<file path="src/rtl/bsm_pkg.sv">
package bsm_pkg;
  localparam int VA_W     = 35;
  localparam int SIDX_W   = 5;
  localparam int SIZE_W   = 3;
  localparam int DESC_W   = 64;
  localparam logic [2:0] REGION_SEL = 3'd6;
  localparam logic [1:0] ST_OK      = 2'd0;
  localparam logic [1:0] ST_EMPTY   = 2'd3;

  function automatic logic [2:0] addr_region(input logic [28:0] a);
    return a[28:26];
  endfunction

  function automatic logic [SIDX_W-1:0] addr_stack(input logic [28:0] a);
    return a[7:3];
  endfunction

  function automatic logic [VA_W-1:0] wdata_va(input logic [DESC_W-1:0] w);
    return w[41:7];
  endfunction

  function automatic logic [DESC_W-1:0] make_desc(
    input logic              ok,
    input logic [VA_W-1:0]   va,
    input logic [SIDX_W-1:0] idx,
    input logic [1:0]        inst,
    input logic [SIZE_W-1:0] size
  );
    logic [DESC_W-1:0] d;
    d        = '0;
    d[63:62] = ok ? ST_OK : ST_EMPTY;
    d[61:59] = size;
    d[58]    = 1'b1;
    d[57:56] = inst;
    d[52:48] = idx;
    d[41:7]  = ok ? va : '0;
    return d;
  endfunction
endpackage

</file>
<file path="src/rtl/bsm_decode.sv">
module bsm_decode
  import bsm_pkg::*;
#(
  parameter int ADDR_W     = 32,
  parameter int NUM_STACKS = 8
) (
  input  logic              req_valid,
  input  logic              req_write,
  input  logic [ADDR_W-1:0] req_addr,
  output logic              push_evt,
  output logic              pop_evt,
  output logic [SIDX_W-1:0] sel_idx,
  output logic [NUM_STACKS-1:0] sel_onehot
);
  logic hit;

  assign hit      = req_valid && (addr_region(req_addr[28:0]) == REGION_SEL);
  assign push_evt = hit && req_write;
  assign pop_evt  = hit && !req_write;
  assign sel_idx  = addr_stack(req_addr[28:0]);

  for (genvar i = 0; i < NUM_STACKS; i++) begin : g_sel
    assign sel_onehot[i] = (sel_idx == SIDX_W'(i));
  end
endmodule

</file>
<file path="src/rtl/bsm_lifo.sv">
module bsm_lifo #(
  parameter int DEPTH = 16,
  parameter int W     = 35
) (
  input  logic         clk,
  input  logic         rst_n,
  input  logic         push,
  input  logic         pop,
  input  logic [W-1:0] din,
  output logic         pop_ok,
  output logic [W-1:0] pop_data,
  output logic         drop_evt,
  output logic         ovf
);
  localparam int LVL_W = $clog2(DEPTH + 1);
  localparam int PTR_W = (DEPTH > 1) ? $clog2(DEPTH) : 1;

  logic [W-1:0]     mem [DEPTH];
  logic [LVL_W-1:0] level;
  logic             empty, full;
  logic [PTR_W-1:0] top_ptr, wr_ptr;

  assign empty    = (level == '0);
  assign full     = (level == LVL_W'(DEPTH));
  assign top_ptr  = PTR_W'(level - LVL_W'(1));
  assign wr_ptr   = PTR_W'(level);
  assign pop_ok   = !empty;
  assign pop_data = empty ? '0 : mem[top_ptr];
  assign drop_evt = push && full;

  always_ff @(posedge clk) begin
    if (!rst_n) begin
      level <= '0;
      ovf   <= 1'b0;
    end else begin
      if (push) begin
        if (full) ovf <= 1'b1;
        else level <= level + LVL_W'(1);
      end else if (pop && !empty) begin
        level <= level - LVL_W'(1);
      end
    end
  end

  always_ff @(posedge clk) begin
    if (push && !full) mem[wr_ptr] <= din;
  end
endmodule

</file>
<file path="src/rtl/bsm_resp.sv">
module bsm_resp
  import bsm_pkg::*;
#(
  parameter logic [1:0] INST_ID = 2'd0
) (
  input  logic              clk,
  input  logic              rst_n,
  input  logic              pop_evt,
  input  logic              ok,
  input  logic [VA_W-1:0]   va,
  input  logic [SIDX_W-1:0] idx,
  input  logic [SIZE_W-1:0] size,
  output logic              rd_valid,
  output logic [DESC_W-1:0] rd_data
);
  always_ff @(posedge clk) begin
    if (!rst_n) begin
      rd_valid <= 1'b0;
      rd_data  <= '0;
    end else begin
      rd_valid <= pop_evt;
      if (pop_evt) rd_data <= make_desc(ok, va, idx, INST_ID, size);
    end
  end
endmodule

</file>
<file path="src/rtl/buf_stack_mgr.sv">
module buf_stack_mgr
  import bsm_pkg::*;
#(
  parameter int         ADDR_W     = 32,
  parameter int         NUM_STACKS = 8,
  parameter int         DEPTH      = 16,
  parameter logic [1:0] INST_ID    = 2'd1
) (
  input  logic                  clk,
  input  logic                  rst_n,
  input  logic                  req_valid,
  input  logic                  req_write,
  input  logic [ADDR_W-1:0]     req_addr,
  input  logic [63:0]           req_wdata,
  input  logic                  cfg_we,
  input  logic [4:0]            cfg_stack,
  input  logic [2:0]            cfg_size,
  output logic                  rd_valid,
  output logic [63:0]           rd_data,
  output logic [NUM_STACKS-1:0] ovf_flags
);
  logic                  push_evt, pop_evt;
  logic [SIDX_W-1:0]     sel_idx;
  logic [NUM_STACKS-1:0] sel_onehot;
  logic [NUM_STACKS-1:0] ok_vec, drop_vec;
  logic [VA_W-1:0]       va_arr   [NUM_STACKS];
  logic [SIZE_W-1:0]     size_arr [NUM_STACKS];
  logic                  sel_ok;
  logic [VA_W-1:0]       sel_va;
  logic [SIZE_W-1:0]     sel_size;
  logic                  drop_evt;

  bsm_decode #(.ADDR_W(ADDR_W), .NUM_STACKS(NUM_STACKS)) u_dec (
    .req_valid (req_valid),
    .req_write (req_write),
    .req_addr  (req_addr),
    .push_evt  (push_evt),
    .pop_evt   (pop_evt),
    .sel_idx   (sel_idx),
    .sel_onehot(sel_onehot)
  );

  for (genvar i = 0; i < NUM_STACKS; i++) begin : g_stk
    bsm_lifo #(.DEPTH(DEPTH), .W(VA_W)) u_lifo (
      .clk     (clk),
      .rst_n   (rst_n),
      .push    (push_evt && sel_onehot[i]),
      .pop     (pop_evt && sel_onehot[i]),
      .din     (wdata_va(req_wdata)),
      .pop_ok  (ok_vec[i]),
      .pop_data(va_arr[i]),
      .drop_evt(drop_vec[i]),
      .ovf     (ovf_flags[i])
    );

    always_ff @(posedge clk) begin
      if (!rst_n) size_arr[i] <= '0;
      else if (cfg_we && cfg_stack == SIDX_W'(i)) size_arr[i] <= cfg_size;
    end
  end

  always_comb begin
    sel_va   = '0;
    sel_size = '0;
    for (int i = 0; i < NUM_STACKS; i++) begin
      if (sel_onehot[i]) begin
        sel_va   = va_arr[i];
        sel_size = size_arr[i];
      end
    end
  end

  assign sel_ok   = |(ok_vec & sel_onehot);
  assign drop_evt = |drop_vec;

  bsm_resp #(.INST_ID(INST_ID)) u_resp (
    .clk     (clk),
    .rst_n   (rst_n),
    .pop_evt (pop_evt),
    .ok      (sel_ok),
    .va      (sel_va),
    .idx     (sel_idx),
    .size    (sel_size),
    .rd_valid(rd_valid),
    .rd_data (rd_data)
  );
endmodule

</file>
<file path="config.mk">
export PLATFORM = sky130hd
export DESIGN_NAME = buf_stack_mgr
export DESIGN_NICKNAME = d
export VERILOG_FILES = /design/src/rtl/bsm_pkg.sv /design/src/rtl/bsm_decode.sv /design/src/rtl/bsm_lifo.sv /design/src/rtl/bsm_resp.sv /design/src/rtl/buf_stack_mgr.sv
export SDC_FILE = /design/constraint.sdc
export NUM_CORES = 2
export LEC_CHECK = 0
export BUFFER_PORTS_ARGS = -buffer_cell sky130_fd_sc_hd__clkbuf_2
export CAP_MARGIN = 40
export CORE_ASPECT_RATIO = 1.5
export CORE_MARGIN = 5
export CORE_UTILIZATION = 70
export CTS_BUF_LIST = sky130_fd_sc_hd__clkbuf_4
export CTS_CLUSTER_SIZE = 30
export DETAILED_ROUTE_END_ITERATION = 6
export HOLD_SLACK_MARGIN = 0.12
export MAX_ROUTING_LAYER = met4
export PLACE_DENSITY = 0.95
export SKIP_LAST_GASP = 1
export SLEW_MARGIN = 30
export SYNTH_ARGS = -nofsm -noshare
export SYNTH_HDL_FRONTEND = slang
export SYNTH_MEMORY_MAX_BITS = 65536
export SYNTH_SLANG_ARGS = --single-unit
</file>
<file path="constraint.sdc">
create_clock -name clk -period 13 [get_ports clk]
set_clock_uncertainty 0.05 [all_clocks]
set_input_delay 1.95 -clock clk [delete_from_list [all_inputs] [get_ports clk]]
set_output_delay 1.95 -clock clk [all_outputs]
set_load 0.005 [all_outputs]
</file>
==> flow_summary_export.csv, run 1 <==
group,metric,value,unit
cts,cts_buffers,929,
yosys,synth_flop_cell,"edfxtp_1",
cts,post-cts-setup-buffers,0,
cts,hold_buffers,0,
cts,htree_levels,6,
cts,ctsResizeCount,0,
cts,cts.sinks,4598,
outcome,outcome,"did not finish",
placed_design,port_buffers,111,
yosys,ys_ff_latch,4598,
floorplan,die_h,631,um
yosys,async_flop_share,0,%
cts,cts_root_buffer,"clkbuf_4",
placed_design,dp_slack,6.65,ns
yosys,syn_area,0.180,sq mm
floorplan,initial_core_util,70.1,%
yosys,yosysWarnings,0,
outcome,stop_stage,"global routing (5_1_grt)",
global_route,grt_max_degree,185,
floorplan,ios,182,
floorplan,die_w,424,um
yosys,seq_area_frac_synth,76.2,%
placed_design,routabilityCongestion,1.02,
yosys,synth.distinct_cells,58,
global_route,antenna_found_initial,102,
global_route,grt-ovfl-total,28,
outcome,error_line,"[ERROR GRT-0232] Routing congestion too high. Check the congestion heatmap in the GUI.",
global_route,gr-usage-all-layers,64.1,%
placed_design,dp_hpwl,305000,um
floorplan,rows,228,
yosys,synth-edff-count,4504,
yosys,synthCells,10100,
placed_design,dp.cells,13400,
yosys,synth_area_per_cell,17.8,sq um
cts,cts_buffer_depth,4,
==> metal layers <==
metal | GRT usage, % | overflow
met1 | 60.3 | 1
met2 | 78.6 | 4
met3 | 49.8 | 1
met4 | 64.7 | 22
met5 | - | -
==> cell families after synthesis <==
| family | count (synthesis) | synth area share, % |
|---|---|---|
| flip-flops | 4598 | 76.2 |
| AO/OA/AOI/OAI | 1798 | 7.59 |
| multiplexers | 1687 | 10.2 |
| AND/OR/NAND/NOR | 1197 | 3.81 |
| buffers and inverters | 715 | 1.61 |
| XOR/XNOR | 60 | 0.292 |
| adder cells (fa/ha/maj) | 39 | 0.271 |
| other | 1 | 0.00208 |
==> synth_stat cells, types with 6 or more instances <==
master        n  share of area, %
a2111oi_0   531               2.6
a2111oi_2    29              0.24
a211oi_1    562               2.3
a21boi_0     13             0.054
a21oi_1      24             0.067
a22o_1       35              0.17
a311oi_1      6             0.029
a41oi_1       7             0.034
and2_1       42              0.15
and3_1       30              0.10
buf_1        78              0.16
buf_2        56              0.16
buf_4        27              0.11
buf_6         6             0.038
clkbuf_1    513               1.1
dfxtp_1      94               1.0
edfxtp_1   4504                75
ha_1         39              0.27
inv_1        35             0.073
mux2_2     1122               7.0
mux2i_1     564               3.1
nand2_1     115              0.24
nand2b_1     30              0.10
nand3_1      11             0.031
nand4_1      43              0.15
nor2_1      143              0.30
nor2b_1     586               2.0
nor3_1       18             0.050
nor4_1      150              0.52
o21ai_0      14             0.039
o22ai_1     562               2.0
or3_1         6             0.021
xnor2_1      44              0.21
xor2_1       16             0.078
==> per-stage QoR <==
step / utilization, % / instance area [sq um]
floorplan: - / 180000
global placement: 72.8 / 187000
detailed placement: 73.9 / 190000
CTS: 78.6 / 202000
==> run 2, diff against run 1 <==
- CORE_ASPECT_RATIO: 1.5 -> not set
- CORE_UTILIZATION: 70 -> 40
- CTS_BUF_LIST: sky130_fd_sc_hd__clkbuf_4 -> not set
- CTS_CLUSTER_SIZE: 30 -> not set
- HOLD_SLACK_MARGIN: 0.12 -> not set
- MAX_ROUTING_LAYER: met4 -> not set
- PLACE_DENSITY: 0.95 -> not set
- PLACE_DENSITY_LB_ADDON: not set -> 0.15
==> run 2 against run 1 <==
The flow now finishes without violations. Area after synthesis is the same. Synthesized cell count stayed put.
==> flow_summary_export.csv, run 2 <==
group,metric,value,unit
outcome,outcome,"completed",
worst_setup_path,cp_common_cell,"buf_4",
layout,design_area,0.209,sq mm
cts,cts_root_buffer,"clkbuf_16",
timing,fin_crit_sh,42.8,%
cts,cts_buffers,473,
worst_setup_path,ff2ff_path_depth,11,
cts,insertion_delay,1.01,ns
floorplan,initial_core_util,40.1,%
worst_setup_path,critPathRequiredTime,13.83,ns
timing,hold_viol_final,0,
timing,rsz0062_at_grt,"false",
yosys,synth-edff-count,4504,
cts,hold_buffers,0,
yosys,async_flop_share,0,%
timing,period_minus_slack,5.57,ns
yosys,synth_area_per_cell,17.8,sq um
timing,fin_setup_tns,0,ns
cts,clk_pin_slew_worst_paths,0.06,ns
yosys,ys_ff_latch,4598,
power_and_ir_drop,ir_drop,0.106,mV
worst_setup_path,cp-start-kind,"flip-flop",
timing,finalSetupViolCount,0,
worst_setup_path,ff2ff_setup_slack,7.43,ns
global_route,grt_max_degree,156,
global_route,grt_pass1_vias,96700,
worst_setup_path,critical_path_arrival,6.39,ns
worst_setup_path,path_cells,"inv_1 > ha_4 > buf_4 > buf_4 > buf_4 > mux2_2 > o22ai_1 > a2111oi_0 > nor4_1 > nand4_1 > a22o_1",
layout,top_register,"g_stk.u_lifo.mem",
layout,reg_top3,"g_stk.u_lifo.mem (4480), u_resp.rd_data (45), g_stk.u_lifo.level (40)",
worst_setup_path,critPathMaxStageDelay,0.75,ns
timing,whs,0.426,ns
worst_setup_path,slowest_stage,"nor4_1",
yosys,yosysMostFrequentCell,"edfxtp_1",
worst_setup_path,crit_path_start,"g_stk[3].u_lifo.level[0]",
detailed_routing,wl_per_cell,31.2,um
worst_setup_path,critPathCapture,"u_resp.rd_data[25]",
layout,layout.nets,10800,
detailed_routing,num_vias,98000,
global_route,antenna_found_initial,27,
layout,drive_above_1_share,25.9,%
global_route,grt_pass1_wl,739000,um
yosys,synth_common_cells,"edfxtp_1, mux2_2, nor2b_1",
global_route,gr-usage-all-layers,22.3,%
yosys,synth.area.top_cells,"edfxtp_1, mux2_2, mux2i_1, a2111oi_0, a211oi_1",
cts,ctsResizeCount,0,
layout,area_growth,16.4,%
placed_design,routabilityCongestion,0.812,
detailed_routing,viasPerCell,5.73,
placed_design,placed_area,0.193,sq mm
detailed_routing,drt_iter0_markers,9471,
timing,maxSlewViolCount,0,
hold_path,hp-class,"flip-flop to flip-flop",
yosys,seq_area_frac_synth,76.2,%
worst_setup_path,crit_type,"flip-flop to flip-flop",
layout,final_common_cell,"edfxtp_1",
detailed_routing,drt_drc_violations_left,0,
worst_setup_path,cp.depth,11,
detailed_routing,routed_wl,533000,um
placed_design,dp_hpwl,303000,um
floorplan,die_w,681,um
global_route,grt-ovfl-total,0,
yosys,yosysWarnings,0,
floorplan,die_h,681,um
worst_setup_path,cp_max_fo,54,
layout,nFillCells,37500,
worst_setup_path,crit_buf_inv,4,
floorplan,die_area,0.463,sq mm
worst_setup_path,crit_family,"buffers and inverters",
yosys,yosysTopAreaCell,"edfxtp_1",
floorplan,rows,246,
placed_design,port_buffers,111,
layout,layout_common_cells,"edfxtp_1, mux2_2, nor2b_1",
timing,fmax,180,MHz
layout,utilization,46.7,%
detailed_routing,ant_nets,0,
yosys,syn_area,0.180,sq mm
floorplan,ios,182,
floorplan,core-area,0.448,sq mm
timing,tightest_slew,1.11,ns
yosys,synth_flop_cell,"edfxtp_1",
worst_setup_path,r2r_end,"u_resp.rd_data[25]",
cts,htree_levels,5,
cts,cts.sinks,4598,
layout,largest_reg_flops,4480,
cts,cts_tree,"done",
detailed_routing,drt_pass1_iterations,7,
power_and_ir_drop,power_density,144,mW/mm^2
cts,post-cts-setup-buffers,0,
yosys,synth.distinct_cells,58,
worst_setup_path,rr_startpoint,"g_stk[3].u_lifo.level[0]",
worst_setup_path,crit_path_end_kind,"flip-flop",
power_and_ir_drop,p_leak,63.4,nW
timing,relSlewSlack,26.0,%
flow_run,max_cap_viol_count,0,
yosys,synthCells,10100,
cts,cts_buffer_depth,4,
yosys,yosys.area.top_type_share,75.2,%
[run 2: cell counts after synthesis]
No cell type changed its count.
[run 2: report_power, final]
group / total, mW / switching (mW) / internal (mW)
sequential: 16.3 / 0.00245 / 16.3
clock: 13.5 / 5.68 / 7.81
combinational: 0.401 / 0.344 / 0.0573
total: 30.2 / 6.02 / 24.1
[run 2: how the worst min path moves through the flow]
stage,start,endpoint,slack [ns],depth (start not counted)
finish,u_resp.rd_data[52],u_resp.rd_data[52],0.43,2
global route,u_resp.rd_data[49],u_resp.rd_data[49],0.45,2
CTS,u_resp.rd_data[52],u_resp.rd_data[52],0.43,2
detailed placement,u_resp.rd_data[52],u_resp.rd_data[52],0.42,2
global placement,u_resp.rd_data[50],u_resp.rd_data[50],0.40,2
floorplan,g_stk[6].u_lifo.ovf,g_stk[6].u_lifo.ovf,0.41,2
[run 2: stage by stage]
stage	instances	setup WS [ns]	power, mW
5_1_grt	17100	7.13	31.1
6_report	17100	7.43	30.2
3_5_place_dp	16100	7.07	17.0
2_1_floorplan	10100	5.64	16.6
3_3_place_gp	16000	6.57	16.9
4_1_cts	17000	7.39	30.4
[run 2: worst register-to-register path: stages (launching register included)]
cell and delay [ns]:
dfxtp_1 0.62, inv_1 0.23, ha_4 0.68, buf_4 0.60, buf_4 0.72, buf_4 0.61
mux2_2 0.46, o22ai_1 0.17, a2111oi_0 0.14, nor4_1 0.75, nand4_1 0.18, a22o_1 0.23
[run 2: logic make-up after synthesis]
family	after synthesis	synth area share, %
AO/OA/AOI/OAI	1798	7.59
XOR/XNOR	60	0.292
adder cells (fa/ha/maj)	39	0.271
buffers and inverters	715	1.61
flip-flops	4598	76.2
multiplexers	1687	10.2
other	1	0.00208
AND/OR/NAND/NOR	1197	3.81
[run 2: layer usage]
layer  vias up  GRT usage [%]  part of all wire [%]
li1      42500              -                     -
met1     51900           30.8                    43
met2      2949           36.9                    48
met3       672           3.14                   5.8
met4         2           6.67                   3.2
met5         -              0                0.0024
[run 2: final cells by class]
class / instances / area [sq um] / share of cell area [%]
Antenna cell: 23 / 57.6 / 0.0275
Inverter: 35 / 131 / 0.0627
Clock buffer: 575 / 12400 / 5.92
Sequential cell: 4598 / 137000 / 65.5
Multi-Input combinational cell: 4798 / 42500 / 20.3
Tap cell: 5952 / 7450 / 3.56
Timing Repair Buffer: 795 / 6700 / 3.20
Clock inverter: 318 / 3070 / 1.47
Note: power is estimated with default switching activity, not from simulation.
